**src/rtl/wdog_pkg.sv**
```systemverilog
// Package: shared encodings for the escalating watchdog.
// Assumes a 2-bit stage and a 2-bit mode, whose numeric values are visible to software.
package wdog_pkg;
    typedef enum logic [1:0] {
        ST_IDLE = 2'd0,
        ST_IRQ  = 2'd1,
        ST_NMI  = 2'd2,
        ST_RST  = 2'd3
    } wd_stage_e;

    typedef enum logic [1:0] {
        MD_OFF  = 2'd0,
        MD_IRQ  = 2'd1,
        MD_NMI  = 2'd2,
        MD_FULL = 2'd3
    } wd_mode_e;
endpackage

```
**src/rtl/wdog_prescaler.sv**
```systemverilog
// Prescaler: emits one tick every DIV clocks while run is high.
// Assumes DIV >= 1. The clear input restarts the phase so that a period begins on a known edge.
module wdog_prescaler #(
    parameter int DIV = 256
) (
    input  logic clk,
    input  logic rst_n,
    input  logic run,
    input  logic clear,
    output logic tick
);
    generate
        if (DIV == 1) begin : g_bypass
            // Every clock is a tick when no division is needed.
            assign tick = run && !clear;
        end else begin : g_count
            localparam int PW = (DIV > 2) ? $clog2(DIV) : 1;
            localparam logic [PW-1:0] LAST = PW'(DIV - 1);
            logic [PW-1:0] phase_q;

            // Phase counter, held at zero when idle or restarted.
            always_ff @(posedge clk) begin
                if (!rst_n)              phase_q <= '0;
                else if (clear || !run)  phase_q <= '0;
                else if (phase_q == LAST) phase_q <= '0;
                else                     phase_q <= phase_q + 1'b1;
            end

            assign tick = run && !clear && (phase_q == LAST);
        end
    endgenerate
endmodule

```
**src/rtl/wdog_decrementer.sv**
```systemverilog
// Decrementer: holds the period count, steps it on ticks and flags expiry.
// Assumes reload_val is nonzero whenever en is high. Priority: load, disable, hold, tick.
module wdog_decrementer #(
    parameter int CW = 24
) (
    input  logic          clk,
    input  logic          rst_n,
    input  logic          en,
    input  logic          hold,
    input  logic          load,
    input  logic [CW-1:0] load_val,
    input  logic [CW-1:0] reload_val,
    input  logic          tick,
    output logic [CW-1:0] cnt,
    output logic          expire
);
    logic last_tick;
    assign last_tick = (cnt <= CW'(1));
    assign expire    = en && !hold && !load && tick && last_tick;

    // Count register: load on restart, zero when disabled, reload at expiry.
    always_ff @(posedge clk) begin
        if (!rst_n)      cnt <= '0;
        else if (load)   cnt <= load_val;
        else if (!en)    cnt <= '0;
        else if (hold)   cnt <= cnt;
        else if (tick)   cnt <= last_tick ? reload_val : cnt - 1'b1;
    end
endmodule

```
**src/rtl/wdog_stage_fsm.sv**
```systemverilog
// Stage sequencer: walks idle, interrupt, NMI and reset on expiries, capped by the mode.
// Assumes restart already excludes pokes that arrive in the terminal stage.
module wdog_stage_fsm
    import wdog_pkg::*;
(
    input  logic      clk,
    input  logic      rst_n,
    input  logic      en,
    input  logic      restart,
    input  logic      expire,
    input  wd_mode_e  mode,
    output wd_stage_e stage,
    output logic      rst_pulse
);
    wd_stage_e cap;
    assign cap = wd_stage_e'(mode);

    // Stage register and one-cycle reset pulse.
    always_ff @(posedge clk) begin
        if (!rst_n) begin
            stage     <= ST_IDLE;
            rst_pulse <= 1'b0;
        end else begin
            rst_pulse <= 1'b0;
            if (restart || !en) begin
                stage <= ST_IDLE;
            end else if (expire && (stage < cap)) begin
                stage <= wd_stage_e'(stage + 2'd1);
                if (stage == ST_NMI) rst_pulse <= 1'b1;
            end
        end
    end
endmodule

```
**src/rtl/wdog_escalator.sv**
```systemverilog
// Top: one core's escalating watchdog with a configuration register, poke and readback.
// Assumes single-cycle strobes. A configuration write takes precedence over a poke on the same edge.
module wdog_escalator
    import wdog_pkg::*;
#(
    parameter int LEN_W    = 16,
    parameter int FRAC_W   = 8,
    parameter int PRESCALE = 256
) (
    input  logic                    clk,
    input  logic                    rst_n,
    input  logic                    cfg_wr,
    input  logic [LEN_W-1:0]        cfg_len,
    input  logic [1:0]              cfg_mode,
    input  logic                    poke,
    output logic [LEN_W+FRAC_W-1:0] cnt_o,
    output logic [1:0]              stage_o,
    output logic                    irq_o,
    output logic                    nmi_o,
    output logic                    rst_req_o
);
    localparam int CW = LEN_W + FRAC_W;

    wd_mode_e         mode_q;
    logic [LEN_W-1:0] len_q;
    wd_stage_e        stage;
    logic             en, new_en, terminal, poke_eff, restart, tick, expire;
    logic [CW-1:0]    load_val, reload_val;

    // Configuration register: mode and length.
    always_ff @(posedge clk) begin
        if (!rst_n) begin
            mode_q <= MD_OFF;
            len_q  <= '0;
        end else if (cfg_wr) begin
            mode_q <= wd_mode_e'(cfg_mode);
            len_q  <= cfg_len;
        end
    end

    assign en         = (mode_q != MD_OFF) && (len_q != '0);
    assign new_en     = (cfg_mode != 2'd0) && (cfg_len != '0);
    assign terminal   = (stage == ST_RST);
    assign poke_eff   = poke && en && !terminal;
    assign restart    = cfg_wr || poke_eff;
    assign reload_val = {len_q, {FRAC_W{1'b0}}};
    assign load_val   = cfg_wr ? (new_en ? {cfg_len, {FRAC_W{1'b0}}} : '0) : reload_val;

    wdog_prescaler #(.DIV(PRESCALE)) u_presc (
        .clk   (clk),
        .rst_n (rst_n),
        .run   (en && !terminal),
        .clear (restart),
        .tick  (tick)
    );

    wdog_decrementer #(.CW(CW)) u_dec (
        .clk        (clk),
        .rst_n      (rst_n),
        .en         (en),
        .hold       (terminal),
        .load       (restart),
        .load_val   (load_val),
        .reload_val (reload_val),
        .tick       (tick),
        .cnt        (cnt_o),
        .expire     (expire)
    );

    wdog_stage_fsm u_fsm (
        .clk       (clk),
        .rst_n     (rst_n),
        .en        (en),
        .restart   (restart),
        .expire    (expire),
        .mode      (mode_q),
        .stage     (stage),
        .rst_pulse (rst_req_o)
    );

    assign stage_o = stage;
    assign irq_o   = (stage != ST_IDLE);
    assign nmi_o   = (stage == ST_NMI) || (stage == ST_RST);
endmodule

```
**config.mk**
```make
export PLATFORM = sky130hd
export DESIGN_NAME = wdog_escalator
export DESIGN_NICKNAME = d
export VERILOG_FILES = /design/src/rtl/wdog_pkg.sv /design/src/rtl/wdog_prescaler.sv /design/src/rtl/wdog_decrementer.sv /design/src/rtl/wdog_stage_fsm.sv /design/src/rtl/wdog_escalator.sv
export SDC_FILE = /design/constraint.sdc
export NUM_CORES = 1
export LEC_CHECK = 0
export BUFFER_PORTS_ARGS = -buffer_cell sky130_fd_sc_hd__buf_2
export CORE_ASPECT_RATIO = 1.25
export CORE_UTILIZATION = 25
export CTS_CLUSTER_SIZE = 8
export DETAILED_ROUTE_END_ITERATION = 6
export HOLD_SLACK_MARGIN = 0.08
export PLACE_DENSITY = 0.46
export SLEW_MARGIN = 20
export SYNTH_ARGS = -nofsm -noshare
export SYNTH_HDL_FRONTEND = slang
export SYNTH_SLANG_ARGS = --single-unit
```
**constraint.sdc**
```tcl
create_clock -name clk -period 5.2 [get_ports clk]
set_input_delay 1.04 -clock clk [delete_from_list [all_inputs] [get_ports clk]]
set_output_delay 1.04 -clock clk [all_outputs]
set_load 0.005 [all_outputs]
```
* Word level (Yosys, flattened, before mapping) *
Index checks and enable logic that the tools add are counted.

storage, ports and cells
  flip-flop bits (word level) = 53
  input bits = 22
  output and inout port bits = 29
  word-level logic and storage cells = 53

operators by class
  add/sub/neg operators = 3
  order comparisons = 2
  equality and inequality tests = 5
  multiplexer cells = 8
  bitwise operators = 2
  reduce and logical (&&, ||, !) cells = 27

operator list
  operator               count
  $mux 24                7
  $reduce_bool 16->1     2
  $le 24x1->1 const B    1
  $sub 24x1->24 const B  1
  $logic_and 1x1->1      10
  $add 8x1->8 const B    1
  $eq 8x8->1 const B     1
  $reduce_bool 2->1      3
  $reduce_or 3->1        2
  $eq 2x2->1 const B     2
  $logic_not 1->1        4
  $logic_or 1x1->1       4
  $ne 3x1->1 const B     1
  $ne 3x3->1 const B     1
  $add 2x1->2 const B    1
  $lt 2x2->1             1
  $not 1->1              2
  $reduce_and 2->1       1
  $reduce_or 2->1        1
  $mux 1                 1

* Logic depth before layout (Yosys ltp) *
  depth after elaboration = 13
  depth in mapped cells = 9

* Modules after synthesis *
From an unflattened synthesis, not the netlist that was laid out.

unflattened totals
  cells, all modules = 437
  area total of the unflattened synthesis = 3484.6 um2

by module, submodules not included
  module            times used  cells an instance  area each (um2)  sequential area each (um2)
  wdog_decrementer  1           259                1969.4           480.5
  wdog_escalator    1           122                1009.7           360.3
  wdog_prescaler    1           38                 339.1            160.2
  wdog_stage_fsm    1           18                 166.4            60.1

* Least setup slack after synthesis *
Ideal clock, no wire load.

  path kind = input to register
  start = input port cfg_wr
  end = register u_dec.cnt[20]
  arrival = 2.250 ns
  data required time = 5.081 ns
  path slack = 2.831 ns
  stages = 5
  buffers on the path = 2
  path through = clkbuf_1 nor3b_4 nand2_1 buf_2 o221a_2

on the way
  word-level cells in the longest chain between the ends = 6
  elaborated cells on any way between the ends = 9
  classes of those cells = 2 x eq/ne; 2 x mux; 5 x reduce/logical

RTL lines
  what                               line                    RTL
  from (decl)                        wdog_escalator.sv:12    input logic cfg_wr,
  $logic_or 1x1->1                   wdog_escalator.sv:45    assign restart = cfg_wr || poke_eff;
  $logic_not 1->1                    wdog_prescaler.sv:29    assign tick = run && !clear && (phase_q == LAST);
  $logic_and 1x1->1 (2 in series)    wdog_prescaler.sv:29
  $ne 3x1->1 (no source line)        --
  $reduce_and 2->1 (no source line)  --
  to (signal assigned)               wdog_decrementer.sv:24  else if (load) cnt <= load_val;
  to (signal assigned)               wdog_decrementer.sv:26  else if (hold) cnt <= cnt;
  to (signal assigned)               wdog_decrementer.sv:27  else if (tick) cnt <= last_tick ? reload_val : cnt - 1'b1;
  to (decl)                          wdog_decrementer.sv:14  output logic [CW-1:0] cnt,

Parallel ways exist; a longest one is shown, timed or not.
A chain may end at the register's enable or synchronous reset.

* Worst setup path after layout *
  start = input port cfg_wr
  end = register u_dec.cnt[18]

Same word-level chain as after synthesis.

==> metrics.md <==
| Metric | Value |
|---|---|
| Outcome | finished, final reports clean |
| Synthesized area | 3024 sq um |
| Worst Setup Path Type | in -> reg |
| Initial antenna violation count | 0 |
| Combinational power share | 19.0% |
| Synth unique cells | 53 |
| Synth cell count leaders | 53 x dfxtp_1, 42 x a21oi_1, 38 x nand2_1 |
| Top_reg_cell synth | dfxtp_1 |
| Area of the multi-input gates | 1829 sq um |
| Async SR Flop Fraction | 0% |
| Clock Power Share | 35.4% |
| First-pass GRT wire length | 13770 microns |
| Reg2reg setup slack | 2.29 ns |
| Iteration-0 DRC Markers | 140 |
| First-pass iteration count of the detailed router | 4 |
| WL final | 8618 microns |
| Placeable Area | 11730 sq um |
| Fillers | 1284 |
| Slew @ Worst Pin | 0.8558 ns |
| Crit-path max FO | 37 |
| Switch Pwr | 297.1 uW |
| Post-synthesis register bit count | 53 |
| Final Max Tran Viols | 0 |
| Hpwl dp | 6274 microns |
| Int Pwr | 676.4 uW |
| DR vias | 2787 |
| Pleak | 0.001344 uW |
| Area contributors post-synth | dfxtp_1 35%, a21oi_1 7.0%, nand2_1 4.7%, o21ai_0 4.1%, nor2b_1 3.5% |
| Reg2reg start | u_presc.g_count.phase_q[0] |
| # hold bufs at CTS | 0 |
| Unrepaired setup endpoints after global routing | no |
| Gr ovfl total | 0 |
| Post-synth EDFFs | 0 |
| Ys Warns | 0 |
| Final setup margin | 2.108 ns |
| Fraction of layout cells with a size suffix above 1 | 19.76% |
| Die area | 12540 sq um |
| Tmin final | 3.092 ns |
| Die Ht | 125.0 microns |
| Die X | 100.4 microns |
| Sequential-to-total area share from yosys stat | 35.08% |
| Crit path from | cfg_wr |
| Drt wl/cell | 15.09 microns |
| N_diodes | 0 |
| PwrDens | 275.4 nW/um^2 |
| Post-layout instance area | 3535 sq um |
| Reg2Reg Depth | 6 |
| Clock Skews | 0.007602 ns |
| Seq pwr share | 45.6% |
| PortBufs | 50 |
| Avg Vias per Cell | 4.881 |
| Max-Cap Viols | 0 |
| Final nets | 438 |
| Clock Tree Root | clkbuf_16 |
| Util after Layout | 30.14% |
| Max H-tree Level | 2 |
| Syn avg cell area | 8.173 sq um |
| Area growth syn-to-layout | 16.88% |
| CP Capture Point | u_dec.cnt[18] |
| Register area | 1061 sq um |
| RD Place Congestion | 0.7664 |
| Hold Fails Final Rpt | 0 |
| Most frequent cell after synthesis | dfxtp_1 |
| Reg2reg end | u_dec.cnt[19] |
| Vias in the first global route | 2592 |
| Net Count, Synth | 399 |
| Worst-skew pair later-pin latency | 0.30 ns |
| Initial Util | 25.79% |
| Req. time, crit path | 5.39 ns |
| Fmax | 323.5 MHz |
| CP Capture Type | flip-flop |
| Area leader, netlist | dfxtp_1 |
| Switching Fraction | 30.52% |
| Arrival time at the worst endpoint | 3.28 ns |
| Placement Rows | 44 |
| Num ports | 51 |
| Setup bufs post-CTS | 0 |
| Total Routing Usage GR | 14.11% |
| Reg clk slew, reported paths | 0.08 ns |
| DRC viols | 0 |
| Setup-failing EPs final | 0 |
| # resized after CTS | 0 |
| Max clock buf depth | 2 |
| Antenna viol nets, final | 0 |
| Clock sinks | 53 |
| Startpoint type of the worst setup path | input port |
| Area post-placement | 3381 sq um |
| Top cell type's share of synthesized area | 35.08% |
| Final setup TNS | 0 ns |
| TritonCTS buffer count | 5 |
| Post-Place Worst Slack | 1.784 ns |
| Worst Hold Class | reg -> reg |
| Post-Syn Instances | 370 |
| Peak VDD IR | 114.8 uV |
| Fraction of the cycle the final worst path needs | 59.45% |
| Worst slew margin | 42.82% |
| Largest net degree at the start of global routing | 38 |
| CTS tree | done |
cells in the final DEF (no fill, tap or decap), types with 2 or more instances in the layout:
cell type / n
and4_1: 2
o21a_1: 2
a21boi_0: 10
o31ai_1: 3
dfxtp_1: 53
o221a_1: 4
nor4_1: 9
nand2_1: 38
a21oi_1: 42
clkbuf_16: 5
or3_1: 4
nand4_1: 2
o41ai_1: 3
clkinv_4: 2
nand3_1: 9
nor2b_1: 17
nor3b_1: 2
o211ai_1: 2
o21ai_0: 25
a21o_1: 3
nand3b_1: 2
nor2_1: 25
inv_1: 10
xnor2_1: 11
ha_1: 7
buf_2: 50
xor2_1: 6
nand2b_1: 9
mux2i_1: 3
a31oi_1: 3
nor3_1: 15
o221a_2: 9
how the worst min path moves through the flow:
stage,start,endpoint,cells after the start
2_1_floorplan,u_presc.g_count.phase_q[0],u_presc.g_count.phase_q[0],1
3_3_place_gp,u_presc.g_count.phase_q[0],u_presc.g_count.phase_q[0],1
3_5_place_dp,u_presc.g_count.phase_q[0],u_presc.g_count.phase_q[0],1
4_1_cts,u_presc.g_count.phase_q[0],u_presc.g_count.phase_q[0],1
5_1_grt,u_presc.g_count.phase_q[0],u_presc.g_count.phase_q[0],1
6_report,u_presc.g_count.phase_q[0],u_presc.g_count.phase_q[0],1
stage by stage:
stage	hold WS (ns)	std cells	power, uW
after detailed placement	0.4517	563	638.3
after CTS	0.4704	571	984.8
after global routing	0.4883	571	1025
after global placement	0.4432	563	637.4
after floorplan	0.4302	370	588.0
final	0.4722	571	973.6
power groups by stage:
| stage | clock, uW | sequential (uW) | combinational [uW] |
|---|---|---|---|
| final | 345 | 444 | 185 |
| after detailed placement | 0 | 453 | 185 |
| after global routing | 370 | 448 | 207 |
| after global placement | 0 | 453 | 184 |
| after CTS | 355 | 444 | 186 |
| after floorplan | 0 | 447 | 141 |
metal layers:
| metal | global-route usage (%) | share of wire (%) | vias to the layer above | wire length (microns) |
|---|---|---|---|---|
| met5 | 0 | 0 | - | 0 |
| met3 | 2.963 | 4.7 | 8 | 402 |
| met2 | 22.36 | 47 | 52 | 4051 |
| li1 | - | - | 1420 | - |
| met4 | 4.177 | 1.2 | 0 | 103 |
| met1 | 19.15 | 47 | 1307 | 4061 |
logic make-up (layout without fill, tap and decap cells):
kind of cell | count (synthesis) | count (layout) | synth area share [%]
buf+inv | 29 | 69 | 4.634
flops | 53 | 53 | 35.08
compound gates | 115 | 115 | 25.53
mux | 3 | 3 | 0.9930
fa+ha+maj | 7 | 7 | 2.896
xor+xnor | 17 | 17 | 4.923
simple gates | 146 | 146 | 25.94
registers in the layout, indices dropped and copies added (netlist names):
signal / flops
len_q: 16
mode_q: 2
u_presc.g_count.phase_q: 8
u_dec.cnt: 24
u_fsm.rst_pulse: 1
u_fsm.stage: 2
critical path: stages:
cell     delay, ns
buf_2         0.30
nor3b_4       0.72
nand2_1       0.70
o221a_2       0.50
cell type report:
type	count	area share (%)
timing repair buffer	51	7.292
sequential	53	30.02
clock buffer	5	3.540
tap	161	5.699
clock inverter	3	0.6372
inverter	10	1.062
multi-input combinational	288	51.75
Power figures use the tool's default switching activity.
